$ cat src/rtl/fan_pwm_gen.sv
module fan_pwm_gen #(
  parameter int PORTS = 2,
  parameter int CNT_W = 8,
  parameter int HI_W  = 4,
  parameter int LO_W  = 4,
  localparam int CFG_W  = LO_W + HI_W + CNT_W,
  localparam int DUTY_W = 2 * CNT_W * PORTS
) (
  input  logic              clk,
  input  logic              rst_n,
  input  logic              run,
  input  logic [CFG_W-1:0]  clk_cfg,
  input  logic [DUTY_W-1:0] duty_cfg,
  input  logic [PORTS-1:0]  port_en,
  output logic [PORTS-1:0]  pwm_out
);
  localparam int PS_W = (1 << HI_W) - 1 + LO_W + 1;

  logic [CFG_W-1:0]  cfg_q;
  logic [DUTY_W-1:0] duty_q;
  logic [PS_W-1:0]   ps_cnt;
  logic [CNT_W-1:0]  cnt;
  logic [PORTS-1:0]  lvl;

  wire [LO_W-1:0]  lo_f  = cfg_q[LO_W-1:0];
  wire [HI_W-1:0]  hi_f  = cfg_q[LO_W +: HI_W];
  wire [CNT_W-1:0] per_f = cfg_q[LO_W+HI_W +: CNT_W];

  wire [PS_W-1:0] lo_ratio = (lo_f == '0) ? PS_W'(1) : PS_W'({lo_f, 1'b0});
  wire [PS_W-1:0] ps_lim   = (lo_ratio << hi_f) - PS_W'(1);

  wire tick = run && (ps_cnt >= ps_lim);
  wire wrap = tick && (cnt >= per_f);
  wire load = !run || wrap;

  function automatic logic level(input logic [CNT_W-1:0] c,
                                 input logic [CNT_W-1:0] r,
                                 input logic [CNT_W-1:0] f);
    if (f == '0)     return c >= r;
    else if (r < f)  return (c >= r) && (c < f);
    else if (r > f)  return (c >= r) || (c < f);
    else             return 1'b0;
  endfunction

  for (genvar p = 0; p < PORTS; p++) begin : g_port
    assign lvl[p] = level(cnt, duty_q[2*CNT_W*p +: CNT_W],
                          duty_q[2*CNT_W*p + CNT_W +: CNT_W]);
  end

  always_ff @(posedge clk or negedge rst_n) begin
    if (!rst_n) begin
      cfg_q   <= '0;
      duty_q  <= '0;
      ps_cnt  <= '0;
      cnt     <= '0;
      pwm_out <= '0;
    end else begin
      if (run) ps_cnt <= tick ? '0 : ps_cnt + PS_W'(1);
      if (tick) cnt <= wrap ? '0 : cnt + CNT_W'(1);
      if (load) begin
        cfg_q  <= clk_cfg;
        duty_q <= duty_cfg;
      end
      pwm_out <= {PORTS{run}} & port_en & lvl;
    end
  end
endmodule

$ cat config.mk
export PLATFORM = sky130hd
export DESIGN_NAME = fan_pwm_gen
export DESIGN_NICKNAME = d
export VERILOG_FILES = /design/src/rtl/fan_pwm_gen.sv
export SDC_FILE = /design/constraint.sdc
export NUM_CORES = 1
export LEC_CHECK = 0
export ABC_AREA = 1
export BUFFER_PORTS_ARGS = -buffer_cell sky130_fd_sc_hd__buf_2
export CAP_MARGIN = 20
export CORE_MARGIN = 2
export CORE_UTILIZATION = 45
export DETAILED_ROUTE_END_ITERATION = 10
export GPL_TIMING_DRIVEN = 0
export PLACE_DENSITY = 0.64
export SLEW_MARGIN = 5
export SYNTH_ARGS = -nofsm -noshare
export SYNTH_HDL_FRONTEND = slang
export SYNTH_SLANG_ARGS = --single-unit
export TNS_END_PERCENT = 20
$ cat constraint.sdc
create_clock -name clk -period 6.9 [get_ports clk]
set_input_delay 1.035 -clock clk [delete_from_list [all_inputs] [get_ports clk]]
set_output_delay 1.035 -clock clk [all_outputs]
set_load 0.03 [all_outputs]
==> summary.txt <==
Run status
  • Status: complete, no violations

Synthesis
  • Area share of the leading cell type in the synthesized netlist: 30.55%
  • Largest family of logic cells by synthesized area: simple AND/OR/NAND/NOR gates
  • Yosys reg bits: 78
  • Post-synthesis adder-cell area fraction: 15.08%
  • Cell accounting for the most synthesized area: dfrtp_1
  • Synth cell types: 44
  • Synth Warn #: 0
  • Cells after Synth: 866
  • Mux cell area share after synthesis: 0%
  • Compound-Gate Fraction of Synth Area: 6.013%
  • Synthesized area: 6389 sq um
  • Area share of xor/xnor cells in the synthesized design: 3.134%
  • Syn nets: 996
  • Synth top area cells: dfrtp_1 (31%), nand2_1 (15%), ha_1 (15%), nand3_1 (7.3%), inv_1 (4.5%)
  • Register area share after synthesis: 30.55%
  • Simple-gate portion of the synthesized area: 37.31%
  • Synthesized area per cell: 7.377 sq um

Detailed routing
  • Initial DRC count: 334
  • Routed length per instance: 13.72 um
  • Detailed-route DRC error count: 0
  • Vias/cell: 5.099
  • Final WL: 15310 um
  • Antenna-violating nets left: 0
  • Vias: 5690
  • DR pass1 iterations: 5

Place
  • Final Wtd Congestion: 0.8873
  • PortBufs: 53
  • Dpl hpwl: 11990 um

Flow run
  • # Max-Cap Violations: 0

CTS
  • TritonCTS clock tree: yes
  • # clock sinks: 78
  • PostCTS Resize Cnt: 0
  • Htree depth: 3
  • Clock buffer count from CTS: 9
  • Bufs on Longest Clock Path: 2
  • Worst-path clk slew: 0.06 ns
  • Root buf cell: clkbuf_16
  • Post-CTS Hold Fix Bufs: 0
  • Skew-Pair Late Insertion Delay: 0.34 ns
  • Number of setup buffers added after CTS: 0

Final layout
  • Fillers: 1392
  • Antenna Diode Count: 0
  • Most frequent cells in the layout: nand2_1 (258), nand3_1 (93), dfrtp_1 (78)
  • Area growth from synthesis to layout: 13.10%
  • Share of layout cells above drive strength 1: 15.28%
  • Most common cell after layout, fill and taps aside: nand2_1
  • # nets final: 1061

Timing
  • RSZ-0062 raised after global routing: false
  • Layout Skew: 0.007668 ns
  • Least-Margin Pin Slew: 0.6905 ns
  • Final Hold Vio Count: 0
  • Hold slack final: 0.5136 ns
  • Fin crit period: 3.746 ns
  • F_max: 0.2670 GHz
  • Max_slew headroom: 53.97%
  • Final Max Slew Viols: 0
  • Fin crit share: 54.28%
  • Final TNS setup: 0 ns
  • Final setup fails: 0

Floorplan
  • I/O pin total: 55
  • Die height: 123.2 um
  • Num rows: 43
  • Die width: 123.2 um
  • Starting Density: 46.02%
  • Core area: 13880 sq um
  • DIE AREA: 15170 sq um

Global routing
  • Congestion Overflow GR: 0
  • GR Util met2: 38.39%
  • Tot GR Track Use: 22.53%
  • Vias in the first global route: 5691
  • Initial antenna violation count: 0
  • Pin count of the biggest net entering global routing: 51
  • GR Util met3: 3.782%
  • First-pass GRT wire length: 26940 um
  • Met1 Track Usage GR: 29.93%
  • GRT busiest layer: met2

Setup path
  • FF-to-FF setup slack: 3.15 ns
  • Setup CP Type: reg2reg
  • R2R depth: 21
  • Crit Path Max Fanout: 10
  • RR Startpoint: cfg_q[3]$_DFFE_PN0P_
  • Crit start category: register
  • Crit path arrival time: 4.02 ns
  • Critical path capture point type: register
  • RR Endpoint: duty_q[24]$_DFFE_PN0P_
  • Critical Path RT: 7.18 ns

Worst hold path
  • Worst hold path depth: 2
  • Worst hold endpoint: duty_q[13]$_DFFE_PN0P_
  • Beginning of the worst hold path: duty_q[13]$_DFFE_PN0P_
  • Worst min-delay path category: reg2reg

Power
  • PwrDens: 226.6 nW/um^2
  • Max rail drop VDD: 0.1737 mV
  • P_leak: 3.948 nW
power by group:
group	leakage (nW)	internal, mW	total, mW	switching [mW]
Combinational	2.80	0.211	0.544	0.332
Clock	0.157	0.326	0.514	0.189
Sequential	0.990	0.510	0.579	0.0695
stage by stage:
stage	total power, mW	std cells	worst slack [ns]	area [sq um]	util, %
finish	1.638	1116	3.154	7226	52.06
floorplan	0.9835	866	3.828	6389	-
detailed placement	1.131	1100	3.170	6909	49.77
global placement	1.119	1099	3.215	6879	49.56
CTS	1.653	1116	3.162	7226	52.06
global route	1.767	1116	2.828	7226	52.06
critical path: stages (launching register included):
cell and delay [ns]:
dfrtp_1 0.45, nor2_2 0.25, nand4_2 0.16, nor2_2 0.13, nand2_1 0.15, ha_1 0.28
nand2_1 0.17, nor2_4 0.08, xnor2_1 0.21, inv_1 0.07, ha_1 0.27, nand2_1 0.09
o21ai_0 0.13, nand2_1 0.08, nand2_1 0.05, nand2_1 0.05, nand4_1 0.15, nand3_1 0.16
buf_2 0.27, buf_2 0.27, nand3_1 0.12, nand2_1 0.10
logic make-up after synthesis:
| group | Yosys count |
|---|---|
| AO/OA/AOI/OAI | 71 |
| XOR/XNOR | 22 |
| adder cells (fa/ha/maj) | 77 |
| buffers and inverters | 114 |
| flip-flops | 78 |
| AND/OR/NAND/NOR | 504 |
per-layer routing:
| layer | routed length (um) | vias up |
|---|---|---|
| met5 | 0 | - |
| met3 | 541 | 14 |
| met4 | 167 | 0 |
| met1 | 7322 | 2583 |
| li1 | - | 2980 |
| met2 | 7277 | 113 |
flip-flops by register name, indices dropped and copies added, names as in the netlist:
| signal | cells |
|---|---|
| cfg_q | 16 |
| pwm_out | 2 |
| ps_cnt | 20 |
| duty_q | 32 |
| cnt | 8 |
synthesized netlist by cell type (all sizes together):
master / number
nand2: 273
nand3: 103
inv: 86
dfrtp: 78
ha: 77
nor2: 70
a21oi: 43
buf: 24
nand4: 24
o21ai: 17
nor3: 16
xor2: 16
nand3b: 9
xnor2: 6
clkbuf: 4
nor3b: 3
o21a: 3
a211oi: 2
and2: 2
nor4: 2
o21bai: 2
a31oi: 1
nor2b: 1
o2111ai: 1
o211a: 1
o22ai: 1
or2: 1
how the worst max path moves through the flow:
stage,from,endpoint,slack [ns],depth (start not counted)
final,cfg_q[3]$_DFFE_PN0P_,duty_q[24]$_DFFE_PN0P_,3.15,21
after global routing,cfg_q[3]$_DFFE_PN0P_,duty_q[24]$_DFFE_PN0P_,2.83,21
after CTS,cfg_q[3]$_DFFE_PN0P_,duty_q[24]$_DFFE_PN0P_,3.16,20
after detailed placement,cfg_q[3]$_DFFE_PN0P_,cfg_q[5]$_DFFE_PN0P_,3.17,21
after global placement,cfg_q[1]$_DFFE_PN0P_,cfg_q[13]$_DFFE_PN0P_,3.21,20
after floorplan,cfg_q[3]$_DFFE_PN0P_,cfg_q[4]$_DFFE_PN0P_,3.83,21
area by class of cell:
| class | instances | area (sq um) | area share (%) |
|---|---|---|---|
| clock inverter | 4 | 70.07 | 0.9697 |
| inverter | 86 | 332.8 | 4.606 |
| clock buffer | 12 | 246.5 | 3.411 |
| tap | 180 | 225.2 | 3.117 |
| buffer | 28 | 172.7 | 2.390 |
| timing repair buffer | 54 | 295.3 | 4.087 |
| sequential | 78 | 1952 | 27.01 |
| multi-input combinational | 674 | 3931 | 54.41 |
Note: power is estimated with default switching activity, not from simulation.
